==> src/rtl/eic_pkg.sv <==
package eic_pkg;
  localparam int SENSE_W = 3;
  localparam logic [SENSE_W-1:0] SNS_OFF  = 3'd0;
  localparam logic [SENSE_W-1:0] SNS_RISE = 3'd1;
  localparam logic [SENSE_W-1:0] SNS_FALL = 3'd2;
  localparam logic [SENSE_W-1:0] SNS_BOTH = 3'd3;
  localparam logic [SENSE_W-1:0] SNS_HIGH = 3'd4;
  localparam logic [SENSE_W-1:0] SNS_LOW  = 3'd5;

  function automatic logic sense_is_edge(input logic [SENSE_W-1:0] code);
    return (code == SNS_RISE) || (code == SNS_FALL) || (code == SNS_BOTH);
  endfunction
endpackage

==> src/rtl/pin_sync.sv <==
module pin_sync #(
  parameter int STAGES = 2
) (
  input  logic clk,
  input  logic rst,
  input  logic din,
  output logic dout
);
  logic [STAGES-1:0] chain;

  always_ff @(posedge clk) begin
    if (rst) chain <= {STAGES{din}};
    else     chain <= {chain[STAGES-2:0], din};
  end

  assign dout = chain[STAGES-1];
endmodule

==> src/rtl/maj_filter.sv <==
module maj_filter #(
  parameter int TAPS = 3
) (
  input  logic clk,
  input  logic rst,
  input  logic stb,
  input  logic seed,
  input  logic din,
  output logic dout
);
  localparam int CNT_W = $clog2(TAPS + 1);
  localparam int HALF  = TAPS / 2;

  logic [TAPS-1:0]  window;
  logic [CNT_W-1:0] ones;

  always_ff @(posedge clk) begin
    if (rst)      window <= {TAPS{seed}};
    else if (stb) window <= {window[TAPS-2:0], din};
  end

  always_comb begin
    ones = '0;
    for (int i = 0; i < TAPS; i++) ones = ones + CNT_W'(window[i]);
  end

  assign dout = (ones > CNT_W'(HALF));
endmodule

==> src/rtl/sense_detect.sv <==
module sense_detect
  import eic_pkg::*;
(
  input  logic               clk,
  input  logic               rst,
  input  logic               stb,
  input  logic               seed,
  input  logic               lvl,
  input  logic [SENSE_W-1:0] sense,
  output logic               hit
);
  logic prev;

  always_ff @(posedge clk) begin
    if (rst)      prev <= seed;
    else if (stb) prev <= lvl;
  end

  always_comb begin
    unique case (sense)
      SNS_RISE: hit = stb & lvl & ~prev;
      SNS_FALL: hit = stb & ~lvl & prev;
      SNS_BOTH: hit = stb & (lvl ^ prev);
      SNS_HIGH: hit = lvl;
      SNS_LOW:  hit = ~lvl;
      default:  hit = 1'b0;
    endcase
  end
endmodule

==> src/rtl/ext_irq_sense.sv <==
module ext_irq_sense
  import eic_pkg::*;
#(
  parameter int PINS        = 4,
  parameter int SYNC_STAGES = 2,
  parameter int FILT_TAPS   = 3
) (
  input  logic                 clk,
  input  logic                 rst,
  input  logic                 sample_stb,
  input  logic [PINS-1:0]      pin_in,
  input  logic [PINS*3-1:0]    sense_cfg,
  input  logic [PINS-1:0]      filt_en,
  input  logic [PINS-1:0]      irq_en,
  input  logic                 clr_wr,
  input  logic [PINS-1:0]      clr_mask,
  output logic [PINS-1:0]      flags,
  output logic                 irq
);
  logic [PINS-1:0] sync_v;
  logic [PINS-1:0] filt_v;
  logic [PINS-1:0] lvl_v;
  logic [PINS-1:0] hit_v;
  logic [PINS-1:0] clr_v;
  logic [PINS-1:0] flags_nxt;

  for (genvar p = 0; p < PINS; p++) begin : g_pin
    pin_sync #(.STAGES(SYNC_STAGES)) u_sync (
      .clk  (clk),
      .rst  (rst),
      .din  (pin_in[p]),
      .dout (sync_v[p])
    );

    maj_filter #(.TAPS(FILT_TAPS)) u_filt (
      .clk  (clk),
      .rst  (rst),
      .stb  (sample_stb),
      .seed (pin_in[p]),
      .din  (sync_v[p]),
      .dout (filt_v[p])
    );

    assign lvl_v[p] = filt_en[p] ? filt_v[p] : sync_v[p];

    sense_detect u_det (
      .clk   (clk),
      .rst   (rst),
      .stb   (sample_stb),
      .seed  (pin_in[p]),
      .lvl   (lvl_v[p]),
      .sense (sense_cfg[p*SENSE_W +: SENSE_W]),
      .hit   (hit_v[p])
    );
  end

  assign clr_v     = {PINS{clr_wr}} & clr_mask;
  assign flags_nxt = hit_v | (flags & ~clr_v);

  always_ff @(posedge clk) begin
    if (rst) begin
      flags <= '0;
      irq   <= 1'b0;
    end else begin
      flags <= flags_nxt;
      irq   <= |(flags_nxt & irq_en);
    end
  end
endmodule

==> config.mk <==
export PLATFORM = sky130hd
export DESIGN_NAME = ext_irq_sense
export DESIGN_NICKNAME = d
export VERILOG_FILES = /design/src/rtl/eic_pkg.sv /design/src/rtl/pin_sync.sv /design/src/rtl/maj_filter.sv /design/src/rtl/sense_detect.sv /design/src/rtl/ext_irq_sense.sv
export SDC_FILE = /design/constraint.sdc
export NUM_CORES = 1
export LEC_CHECK = 0
export ABC_CLOCK_PERIOD_IN_PS = 2300
export BUFFER_PORTS_ARGS = -buffer_cell sky130_fd_sc_hd__buf_2
export CORE_MARGIN = 1
export CORE_UTILIZATION = 30
export CTS_BUF_LIST = sky130_fd_sc_hd__clkbuf_8
export DETAILED_ROUTE_END_ITERATION = 10
export PLACE_DENSITY = 0.49
export SETUP_SLACK_MARGIN = 0.1
export SKIP_LAST_GASP = 1
export SLEW_MARGIN = 30
export SYNTH_ARGS = -nofsm -noshare
export SYNTH_HDL_FRONTEND = slang
export SYNTH_SLANG_ARGS = --single-unit
==> constraint.sdc <==
create_clock -name clk -period 2.3 [get_ports clk]
set_input_delay 0.23 -clock clk [delete_from_list [all_inputs] [get_ports clk]]
set_output_delay 0.23 -clock clk [all_outputs]
set_load 0.005 [all_outputs]
==> flow_summary.toml <==
[cells_and_area]
antenna_cells = 0
multiInputGateArea_um2 = 531
nFillCells = 462
final-seq-area_um2 = 741
fin_cells = 226
final_nets = 209
post_route_cells_drive_above_1_share_pct = 31.0
synthToLayoutAreaGrowth_pct = 25.3

[global_route]
grt_max_degree = 30
grtUsageTotal_pct = 12.6
overflow = 0
grt_pass1_wl_um = 4750
grt_pass1_vias = 1098
antenna_found_initial = 0

[clock_network]
post_cts_buffers = 0
cts.sinks = 29
clk_pin_slew_ns = 0.06
cts_hold_buf = 0
clock_path_buffers = 2
clockRootBuffer = "clkbuf_8"
insertion_delay_ns = 0.28
h-tree-depth = 2
postCtsResizedCells = 0
cts_tree = "done"
numCtsBuffers = 5

[timing]
hold_viol_final = 0
fin_crit_ns = 1.86
setup_viol = 0
min_period_over_period_pct = 80.7
rsz0062_at_grt = "no"
clock.fmax_ghz = 0.539
worstMarginPinSlew_ns = 0.405
maxSlewViolCount = 0
skew_ns = 0.00617
relSlewSlack_pct = 73.0
final.setup.tns_ns = 0

[yosys]
synth_area_um2 = 1360
synth_common_cells = "20 x inv_1, 20 x o21ai_0, 16 x edfxtp_1"
synthTopCellsByArea = "edfxtp_1 35%, dfxtp_1 19%, o21ai_0 7.4%"
syn_inst = 132
yosysUniqueCellTypes = 26
synth_seq_cells = 29
ys_seq_area_share_pct = 54.6
ys.flop_type = "edfxtp_1"
ys.warnings.count = 0
yosys.area.top_type = "edfxtp_1"
synth_edf_count = 16
async_flop_share_pct = 0
syn_nets = 168
synth.avg_cell_area_um2 = 10.3
synth_top_area_share_pct = 35.4

[die]
core.rowCount = 24
core-area_um2 = 4350
io_pins = 37
die_x_um = 69.3
start_util_pct = 31.2
die-area_um2 = 4800
die_h_um = 69.3

[setup_path]
cp-end-kind = "register"
cp.arrival_ns = 2.01
crit-reg2reg-launch = "g_pin[1].u_filt.window[0]$_DFFE_PP_"
timing.critical_path.buf_inv = 0
r2r_slack_ns = 0.44
worst_r2r_path_depth = 7
max_stage_delay_ns = 0.40
start_kind = "register"
worstPathRequired_ns = 2.45
cp_slowest_cell = "edfxtp_1"
timing.rr.end = "irq$_SDFF_PP0_"
crit_family = "compound AO/OA/AOI/OAI gates"
worstSetupPathType = "reg2reg"
critical_path.max_fanout = 3
cp_cell_sequence = "ha_1 > a21oi_1 > a21o_1 > xnor2_1 > o221ai_1 > a22oi_1 > a31oi_1"

[drt]
drt_first_pass_iters = 3
drt-vias-per-instance = 4.65
ant_nets = 0
wire_per_inst_um = 12.1
wl_um = 2730
vias = 1050
drtIter0Drc = 36
drcViolationCount = 0

[placement]
place.gp.congestion = 0.725
portBuffers = 36
dp.cells = 218
dp_hpwl_um = 2020

[power]
power.density_nw_per_um2 = 742
cellLeakagePower_uw = 0.000764
ir_drop_uv = 355

[outcome]
status = "completed"

[worst_hold_path]
hold_path.class = "in2reg"
holdPathEnd = "g_pin[2].u_sync.chain[0]$_DFF_P_"
hp-start = "pin_in[2]"
hold_depth = 1

[flow_run]
drv_cap = 0
==> placed cells by master, fill, tap and decap left out, types with 3 or more instances in the layout <==
| master | netlist | layout |
|---|---|---|
| buf_2 | 0 | 36 |
| inv_1 | 20 | 20 |
| o21ai_0 | 20 | 20 |
| edfxtp_1 | 16 | 16 |
| dfxtp_1 | 13 | 13 |
| nand2_1 | 11 | 11 |
| clkbuf_8 | 0 | 7 |
| nand2b_1 | 6 | 6 |
| a31oi_1 | 5 | 5 |
| nor2_1 | 4 | 4 |
| a2111oi_2 | 4 | 4 |
| xnor2_1 | 4 | 4 |
| ha_1 | 4 | 4 |
| a21oi_1 | 3 | 3 |
| a21o_1 | 3 | 3 |
| o221ai_1 | 3 | 3 |
| nor2b_1 | 3 | 3 |
==> registers in the layout, indices dropped and copies added (netlist names) <==
register             flops
flags                    4
g_pin.u_det.prev         4
g_pin.u_filt.window     12
g_pin.u_sync.chain       8
irq                      1
==> power by group <==
group	internal, uW	total (uW)	switching, uW	leakage, uW
Sequential	602	625	23.2	0.000276
Combinational	87.3	184	96.2	0.000434
Clock	270	452	183	0.0000542
Total	959	1260	302	0.000764
==> metal layers <==
layer  global-route usage [%]  up-vias  share of wire, %
met5                        0        -                 0
met3                     4.36        6               6.3
met2                     20.6       29                46
li1                         -      543                 -
met4                     6.12        0               1.6
met1                     14.6      472                46
==> logic make-up after synthesis <==
group,synth area share (%)
AO/OA/AOI/OAI,21.8
XOR/XNOR,2.58
adder cells (fa/ha/maj),3.69
buffers and inverters,6.36
flip-flops,54.6
AND/OR/NAND/NOR,11.1
==> how the worst max path moves through the flow <==
stage,startpoint,slack [ns],cells after the start,to
3_5_place_dp,g_pin[1].u_filt.window[0]$_DFFE_PP_,0.43,7,irq$_SDFF_PP0_
4_1_cts,g_pin[1].u_filt.window[0]$_DFFE_PP_,0.40,7,irq$_SDFF_PP0_
6_report,g_pin[1].u_filt.window[0]$_DFFE_PP_,0.44,7,irq$_SDFF_PP0_
5_1_grt,g_pin[1].u_filt.window[0]$_DFFE_PP_,0.30,7,irq$_SDFF_PP0_
2_1_floorplan,g_pin[2].u_filt.window[0]$_DFFE_PP_,0.65,7,irq$_SDFF_PP0_
3_3_place_gp,g_pin[1].u_filt.window[0]$_DFFE_PP_,0.50,7,irq$_SDFF_PP0_
==> stage by stage <==
stage	utilization (%)	total power [uW]	hold slack, ns	worst slack, ns	instance area, um^2
2_1_floorplan	-	750	0.258	0.652	1360
3_3_place_gp	36.7	816	0.347	0.501	1600
3_5_place_dp	36.7	823	0.349	0.432	1600
4_1_cts	39.1	1290	0.0521	0.404	1700
5_1_grt	39.1	1340	0.0593	0.298	1700
6_report	39.1	1260	0.0623	0.444	1700
==> final cells by class <==
cell class	count	area share, %
inverters	20	4.42
flip-flops and latches	29	43.6
repair buffers	37	11.0
well taps	52	3.83
clock buffers	7	5.67
multi-input cells	80	31.2
clock inverters	1	0.294
Power figures use the tool's default switching activity.
